File: src/rtl/fs_pkg.sv
package fs_pkg;
  typedef enum logic {CAP_RISE = 1'b0, CAP_FALL = 1'b1} cap_edge_e;

  // Frame clock level per slot: high in the two first and two last slots.
  function automatic logic frame_clk_level(input int slot, input int frame_bits);
    return (slot < 2) || (slot >= frame_bits - 2);
  endfunction
endpackage

File: src/rtl/fs_rst_sync.sv
module fs_rst_sync (
  input  logic clk,
  input  logic arst_n,
  output logic rst_n_out
);
  logic [1:0] sync_q;

  always_ff @(posedge clk or negedge arst_n) begin
    if (!arst_n) sync_q <= 2'b00;
    else         sync_q <= {sync_q[0], 1'b1};
  end

  assign rst_n_out = sync_q[1];
endmodule

File: src/rtl/fs_capture.sv
module fs_capture #(
  parameter int WORD_W = 21,
  parameter fs_pkg::cap_edge_e EDGE = fs_pkg::CAP_RISE
) (
  input  logic              clk,
  input  logic              rst_n,
  input  logic              pix_clk,
  input  logic              shutdown,
  input  logic [WORD_W-1:0] data_in,
  output logic [WORD_W-1:0] hold_o,
  output logic              cap_o
);
  logic              pix_q;
  logic              edge_hit;
  logic [WORD_W-1:0] hold_q, hold_d;

  generate
    if (EDGE == fs_pkg::CAP_FALL) begin : g_fall
      assign edge_hit = pix_q & ~pix_clk;
    end else begin : g_rise
      assign edge_hit = ~pix_q & pix_clk;
    end
  endgenerate

  assign cap_o = edge_hit & ~shutdown;

  always_comb begin
    hold_d = hold_q;
    if (cap_o) hold_d = data_in;
  end

  always_ff @(posedge clk or negedge rst_n) begin
    if (!rst_n) begin
      pix_q  <= 1'b0;
      hold_q <= '0;
    end else begin
      pix_q  <= pix_clk;
      hold_q <= hold_d;
    end
  end

  assign hold_o = hold_q;
endmodule

File: src/rtl/fs_frame_ctl.sv
module fs_frame_ctl #(
  parameter int FRAME_BITS = 7,
  localparam int SLOT_W = $clog2(FRAME_BITS)
) (
  input  logic              clk,
  input  logic              rst_n,
  input  logic              shutdown,
  input  logic              cap,
  output logic              load_o,
  output logic              run_o,
  output logic [SLOT_W-1:0] slot_o
);
  localparam logic [SLOT_W-1:0] LAST_SLOT = SLOT_W'(FRAME_BITS - 1);

  logic              run_q, run_d;
  logic              pend_q, pend_d;
  logic [SLOT_W-1:0] slot_q, slot_d;
  logic              load;

  always_comb begin
    load   = ~shutdown & (run_q ? (slot_q == LAST_SLOT) : pend_q);
    run_d  = run_q;
    pend_d = pend_q;
    slot_d = slot_q;
    if (shutdown) begin
      run_d  = 1'b0;
      pend_d = 1'b0;
      slot_d = '0;
    end else begin
      if (cap) pend_d = 1'b1;
      if (load) begin
        run_d  = 1'b1;
        slot_d = '0;
      end else if (run_q) begin
        slot_d = slot_q + SLOT_W'(1);
      end
    end
  end

  always_ff @(posedge clk or negedge rst_n) begin
    if (!rst_n) begin
      run_q  <= 1'b0;
      pend_q <= 1'b0;
      slot_q <= '0;
    end else begin
      run_q  <= run_d;
      pend_q <= pend_d;
      slot_q <= slot_d;
    end
  end

  assign load_o = load;
  assign run_o  = run_q;
  assign slot_o = slot_q;
endmodule

File: src/rtl/fs_lane.sv
module fs_lane #(
  parameter int FRAME_BITS = 7
) (
  input  logic                  clk,
  input  logic                  rst_n,
  input  logic                  shutdown,
  input  logic                  load,
  input  logic [FRAME_BITS-1:0] slice,
  output logic                  bit_o
);
  logic [FRAME_BITS-1:0] sh_q, sh_d;

  always_comb begin
    if (shutdown)  sh_d = '0;
    else if (load) sh_d = slice;
    else           sh_d = {1'b0, sh_q[FRAME_BITS-1:1]};
  end

  always_ff @(posedge clk or negedge rst_n) begin
    if (!rst_n) sh_q <= '0;
    else        sh_q <= sh_d;
  end

  assign bit_o = sh_q[0];
endmodule

File: src/rtl/tri_lane_serializer.sv
module tri_lane_serializer #(
  parameter int LANE_COUNT = 3,
  parameter int FRAME_BITS = 7,
  parameter fs_pkg::cap_edge_e CAPTURE_EDGE = fs_pkg::CAP_RISE
) (
  input  logic                             clk,
  input  logic                             rst_n,
  input  logic                             pix_clk,
  input  logic                             shutdown,
  input  logic [LANE_COUNT*FRAME_BITS-1:0] data_in,
  output logic [LANE_COUNT-1:0]            lane_out,
  output logic                             fclk_out
);
  localparam int WORD_W = LANE_COUNT * FRAME_BITS;
  localparam int SLOT_W = $clog2(FRAME_BITS);

  logic              rst_n_sync;
  logic [WORD_W-1:0] hold;
  logic              cap;
  logic              load;
  logic              run;
  logic [SLOT_W-1:0] slot;
  logic [LANE_COUNT-1:0] lane_bit;

  fs_rst_sync u_rst (
    .clk       (clk),
    .arst_n    (rst_n),
    .rst_n_out (rst_n_sync)
  );

  fs_capture #(.WORD_W(WORD_W), .EDGE(CAPTURE_EDGE)) u_cap (
    .clk      (clk),
    .rst_n    (rst_n_sync),
    .pix_clk  (pix_clk),
    .shutdown (shutdown),
    .data_in  (data_in),
    .hold_o   (hold),
    .cap_o    (cap)
  );

  fs_frame_ctl #(.FRAME_BITS(FRAME_BITS)) u_ctl (
    .clk      (clk),
    .rst_n    (rst_n_sync),
    .shutdown (shutdown),
    .cap      (cap),
    .load_o   (load),
    .run_o    (run),
    .slot_o   (slot)
  );

  generate
    for (genvar g = 0; g < LANE_COUNT; g++) begin : g_lane
      fs_lane #(.FRAME_BITS(FRAME_BITS)) u_lane (
        .clk      (clk),
        .rst_n    (rst_n_sync),
        .shutdown (shutdown),
        .load     (load),
        .slice    (hold[g*FRAME_BITS +: FRAME_BITS]),
        .bit_o    (lane_bit[g])
      );
      assign lane_out[g] = lane_bit[g] & ~shutdown;
    end
  endgenerate

  assign fclk_out = run & ~shutdown &
                    fs_pkg::frame_clk_level(int'(slot), FRAME_BITS);
endmodule

File: config.mk
export PLATFORM = sky130hd
export DESIGN_NAME = tri_lane_serializer
export DESIGN_NICKNAME = d
export VERILOG_FILES = /design/src/rtl/fs_pkg.sv /design/src/rtl/fs_rst_sync.sv /design/src/rtl/fs_capture.sv /design/src/rtl/fs_frame_ctl.sv /design/src/rtl/fs_lane.sv /design/src/rtl/tri_lane_serializer.sv
export SDC_FILE = /design/constraint.sdc
export NUM_CORES = 1
export LEC_CHECK = 0
export BUFFER_PORTS_ARGS = -buffer_cell sky130_fd_sc_hd__buf_4
export CAP_MARGIN = 20
export CORE_MARGIN = 4
export CORE_UTILIZATION = 40
export CTS_CLUSTER_SIZE = 10
export DETAILED_ROUTE_END_ITERATION = 12
export PLACE_DENSITY = 0.69
export SYNTH_ARGS = -nofsm -noshare
export SYNTH_HDL_FRONTEND = slang
export SYNTH_SLANG_ARGS = --single-unit
File: constraint.sdc
create_clock -name clk -period 1.6 [get_ports clk]
set_clock_uncertainty 0.2 [all_clocks]
set_input_delay 0.16 -clock clk [delete_from_list [all_inputs] [get_ports clk]]
set_output_delay 0.16 -clock clk [all_outputs]
set_load 0.01 [all_outputs]
==> flow_summary.toml, run 1 <==
[yosys]
synthTopCellsByCount = "dfrtp_1 (50), a22o_1 (18), mux2_2 (12), mux2_1 (9), buf_4 (5)"
synth_seq_cells = 50
syn_avg_cell_area_um2 = 14.7
synth_most_common_cell = "dfrtp_1"
yosysTopAreaCellShare = 0.643
ys_seq_area_frac = 0.643
yosysWarnings = 0
ys.flop_type = "dfrtp_1"
synth_edf_count = 0
async_reset_ff_frac = 1.00
syn-num-nets = 160
synth_cell_types = 24
postSynthCellCount = 132
synth_largest_area_cell = "dfrtp_1"
yosys-top-cells-area = "dfrtp_1 (64%), a22o_1 (8.1%), mux2_2 (6.9%)"
syn-cell-area_um2 = 1950

[route]
wl_met3_um = 140
route.met2.wl_um = 1850
routed.top_layer = "met4"
wl_per_cell_um = 13.4
post-route-drc-count = 0
first_pass_iters = 4
vias = 1285
ant_nets = 0
drt_wl_total_um = 3610
drt-vias-per-instance = 4.76
drt_iter0_markers = 34
m1WireLength_um = 1550

[grt]
antenna_found_initial = 0
grt_util_all_layers = 0.136
grt_max_degree = 49
grt_pass1_wl_um = 6390
grt_pass1_vias = 1405
overflow = 0

[status]
status = "finished with violations"
violations = "negative setup slack"

[critical_path]
worstPathArrival_ns = 1.41
cp-start-kind = "register"
cp-end-kind = "output port"
path_max_fanout = 2
crit_required_ns = 1.24
crit_type = "reg2out"

[clock_network]
tritoncts = "built"
numCtsBuffers = 5
cts.sinks = 50
clock_path_buffers = 2
htree_levels = 2
root_buffer = "clkbuf_8"
clkLatencyLatePin_ns = 0.30
clk_pin_slew_ns = 0.08

[timing]
drv_slew = 0
rsz0062_at_grt = "yes"
max_freq_mhz = 564
hold_viol = 0
fin_ws_ns = -0.173
setup_viol = 23
period_needed_ns = 1.77
period_share = 1.11

[floorplan]
ios = 29
die_w_um = 77.8
dieArea_um2 = 6050
die_y_um = 77.8
core_area_um2 = 4720
rows = 25
initial_core_util = 0.412

[layout]
layout.area.seq_um2 = 1250
synthToLayoutAreaGrowth_pct = 40.2
multi_input_area_um2 = 671
fill_cells = 399
diodes = 0
drive_above_1_share = 0.345
post-route-util = 0.578
fin_nets = 230

[place]
gp_congestion = 0.702
io_buffers = 28
dp_slack_ns = -0.312
dp_hpwl_um = 2320

[power_and_ir_drop]
ir_worst_vdd_uv = 591
power_uw = 2520
p_leak_uw = 0.00127
power_density_nw_per_um2 = 925

[flow_run]
maxCapViolations = 0

[worst_hold_path]
hold_path.class = "reg2async"
==> path summary, 6_finish.rpt <==
kind | startpoint | endpoint | slack [ns] | depth (start not counted)
min in group clk | shutdown | u_ctl.pend_q | 0.09 | 3
hold reg to reg | u_rst.sync_q[1] | u_cap.pix_q | 0.04 | 1
max in group asynchronous | rst_n | u_rst.sync_q[1] | 0.53 | 3
setup reg to reg | u_ctl.slot_o[1] | g_lane[1].u_lane.sh_q[1] | -0.13 | 6
hold / removal | u_rst.sync_q[1] | u_cap.pix_q | 0.04 | 1
setup / recovery | u_ctl.slot_o[1] | fclk_out | -0.17 | 7
==> layout make-up <==
type                    count  area share
flip-flops and latches     50       0.459
well taps                  67      0.0307
inverters                   3     0.00504
repair buffers             69       0.230
multi-input cells          73       0.246
clock buffers               8      0.0293
==> what timing repair did <==
item                                    in CTS  in global routing
hold buffers                                25                  0
resized for setup                           14                  1
cloned                                       1                  0
pin swaps                                    6                  1
endpoints found under the setup margin      22                 23
hold endpoints to repair                    28                  0
buffers inserted                             6                  1
==> critical path: stages (launching register included) <==
cell	delay [ns]
dfrtp_1	0.41
buf_6	0.13
inv_4	0.05
ha_4	0.12
nor2_2	0.03
nand3_1	0.06
o2111a_1	0.21
buf_6	0.11
==> placed cells by master, fill, tap and decap left out, types with 2 or more instances in the layout <==
cell type      count
dfrtp_1           49
buf_4             36
dlygate4sd3_1     25
a22o_1            18
mux2_2            12
mux2_1             9
buf_6              6
clkbuf_8           5
nor2b_1            4
a21oi_1            4
and2_1             3
nor2_1             3
nand2_1            3
clkbuf_1           3
inv_1              2
nand3_1            2
nor3b_1            2
ha_4               2
buf_12             2
==> registers in the layout, summed over array words and instances (netlist names) <==
name	flops
g_lane.u_lane.sh_q	21
u_cap.hold_o	21
u_ctl.slot_o	3
u_rst.sync_q	2
u_cap.pix_q	1
u_ctl.pend_q	1
u_ctl.run_o	1
==> logic make-up after synthesis <==
logic type | synth area share
AO/OA/AOI/OAI | 0.107
multiplexers | 0.121
buffers and inverters | 0.0308
adder cells (fa/ha/maj) | 0.0193
other | 0.00193
flip-flops | 0.643
AND/OR/NAND/NOR | 0.0765
==> metrics by stage <==
step	TNS (ns)	hold WS [ns]	std cells	instance area [um2]
global route	-3.62	0.0811	270	2730
finish	-2.65	0.0415	270	2730
global placement	-4.46	-0.257	229	2280
CTS	-2.63	0.0622	269	2720
detailed placement	-5.46	-0.253	229	2280
floorplan	-1.38	-0.336	132	1960
==> per-layer routing <==
layer | track usage | up-vias
met5 | 0 | -
met4 | 0.0641 | 0
met3 | 0.0302 | 8
met2 | 0.235 | 27
met1 | 0.159 | 646
li1 | - | 604
==> power breakdown <==
group,switching [uW],leakage [uW],internal [uW],total [uW]
Clock,367,0.0000395,311,678
Sequential,72.2,0.000638,1410,1480
Combinational,136,0.000593,230,367
Total,575,0.00127,1950,2520
Power figures use the tool's default switching activity.
==> run 2, diff against run 1 <==
Settings changed: CTS_BUF_LIST set to sky130_fd_sc_hd__clkbuf_16.
==> flow_summary.toml, run 2 (synthesis results as in run 1) <==
[floorplan]
die_y_um = 77.8
dieArea_um2 = 6050
ios = 29
core_area_um2 = 4720
die_w_um = 77.8
rows = 25
initial_core_util = 0.412

[power_and_ir_drop]
p_int_uw = 2200
ir_worst_vdd_uv = 644
p_leak_uw = 0.00131
pwr-share-seq = 0.527
p_clk_frac = 0.341
p_comb_frac = 0.132
power_density_nw_per_um2 = 1010
sw_frac_of_total = 0.216
switchingPower_uw = 606

[clock_network]
numCtsBuffers = 5
cts.sinks = 50
clkLatencyLatePin_ns = 0.28
htree_levels = 2
clk_pin_slew_ns = 0.06
clock_path_buffers = 2
tritoncts = "built"
root_buffer = "clkbuf_16"

[grt]
grt_pass1_wl_um = 6420
antenna_found_initial = 0
grt_max_degree = 49
grt_pass1_vias = 1400
overflow = 0
grt_util_all_layers = 0.136

[critical_path]
path_buf_inv = 3
crit_required_ns = 1.24
worstPathArrival_ns = 1.39
cp-end-kind = "output port"
r2r_end = "g_lane[0].u_lane.sh_q[2]"
crit_type = "reg2out"
crit_top_cell = "buf_6"
crit_family = "flip-flops"
reg2reg_from = "u_ctl.slot_o[1]"
path_max_fanout = 2
cpMaxStageDelayCell = "dfrtp_1"
crit_chain = "buf_6 > inv_4 > ha_4 > nor2_2 > nand3_1 > o2111a_1 > buf_6"
cp-start-kind = "register"
r2r_cells = 6
critical_path.startpoint = "u_ctl.slot_o[1]"
cp_slowest_stage_delay_ns = 0.40
regToRegSetupSlack_ns = -0.13

[timing]
period_share = 1.10
rsz0062_at_grt = "yes"
fin_ws_ns = -0.153
period_needed_ns = 1.75
setup_viol = 23
hold_viol = 0
drv_slew = 0
holdWs_ns = 0.0406
max_freq_mhz = 571

[route]
drt_wl_total_um = 3640
wl_per_cell_um = 13.5
ant_nets = 0
drt-vias-per-instance = 4.75
drt_iter0_markers = 35
first_pass_iters = 4
vias = 1278
post-route-drc-count = 0

[layout]
layout_commonest_cell = "dfrtp_1"
synthToLayoutAreaGrowth_pct = 43.3
final_cells = 269
diodes = 0
drive_above_1_share = 0.342
post-route-util = 0.591
layout_common_cells = "dfrtp_1 (49), buf_4 (34), dlygate4sd3_1 (25), a22o_1 (18), mux2_2 (12)"
fin_nets = 229

[status]
status = "finished with violations"
violations = "negative setup slack"

[flow_run]
maxCapViolations = 0

[place]
dp_hpwl_um = 2320
placed_cells = 229
io_buffers = 28
gp_congestion = 0.702

[worst_hold_path]
hold_path.class = "reg2async"
-- run 2: cell count changes in the layout (fill, tap and decap cells not counted) --
cell	change
clkbuf_8	-5
buf_4	-2
clkbuf_1	-3
inv_1	+3
buf_12	+1
clkbuf_16	+5
-- run 2: power groups by stage --
| stage | clock, uW | combinational (uW) | sequential (uW) |
|---|---|---|---|
| final | 959 | 371 | 1480 |
| after global routing | 1050 | 409 | 1500 |
| after floorplan | 0 | 180 | 1500 |
| after detailed placement | 0 | 293 | 1510 |
| after global placement | 0 | 276 | 1500 |
| after CTS | 1000 | 373 | 1480 |
-- run 2: repair_timing --
item | CTS | global route
cloned | 1 | 0
hold buffers | 25 | 0
setup buffers | 5 | 1
endpoints found under the hold margin | 28 | 0
setup endpoints to repair | 21 | 23
pin swaps | 6 | 1
resized for setup | 14 | 1
-- run 2: layer usage --
layer | vias up | global-route usage | routed length (um)
met3 | 4 | 0.0441 | 171
met4 | 0 | 0.0480 | 40
li1 | 601 | - | -
met1 | 644 | 0.159 | 1570
met5 | - | 0 | 0
met2 | 29 | 0.233 | 1850
-- run 2: cell type report --
cell class | count | area [um2]
clock buffer | 5 | 125
clock inverter | 3 | 11.3
inverter | 3 | 13.8
tap | 67 | 83.8
fill | 395 | 1930
sequential | 50 | 1250
multi-input combinational | 73 | 671
timing repair buffer | 68 | 633
-- run 2: worst reg2reg max path, stage by stage (launching register included) --
cell	delay [ns]
dfrtp_1	0.40
buf_4	0.15
ha_4	0.16
and3_4	0.18
o21a_4	0.22
buf_6	0.13
a22o_1	0.18
-- run 2: worst max-delay path by stage --
| stage | to | slack (ns) | cells after the start |
|---|---|---|---|
| after floorplan | g_lane[0].u_lane.sh_q[2] | -0.09 | 6 |
| after global placement | g_lane[1].u_lane.sh_q[0] | -0.25 | 5 |
| after detailed placement | g_lane[1].u_lane.sh_q[1] | -0.31 | 5 |
| after CTS | fclk_out | -0.15 | 7 |
| after global routing | fclk_out | -0.20 | 7 |
| final | fclk_out | -0.15 | 7 |
-- run 2: through the flow --
step	power [uW]	setup WS (ns)	instance area [um2]	setup TNS (ns)
2_1_floorplan	1680	-0.0894	1960	-1.38
3_3_place_gp	1770	-0.252	2280	-4.46
3_5_place_dp	1800	-0.312	2280	-5.46
4_1_cts	2860	-0.147	2780	-2.50
5_1_grt	2960	-0.204	2790	-3.46
6_report	2810	-0.153	2790	-2.72
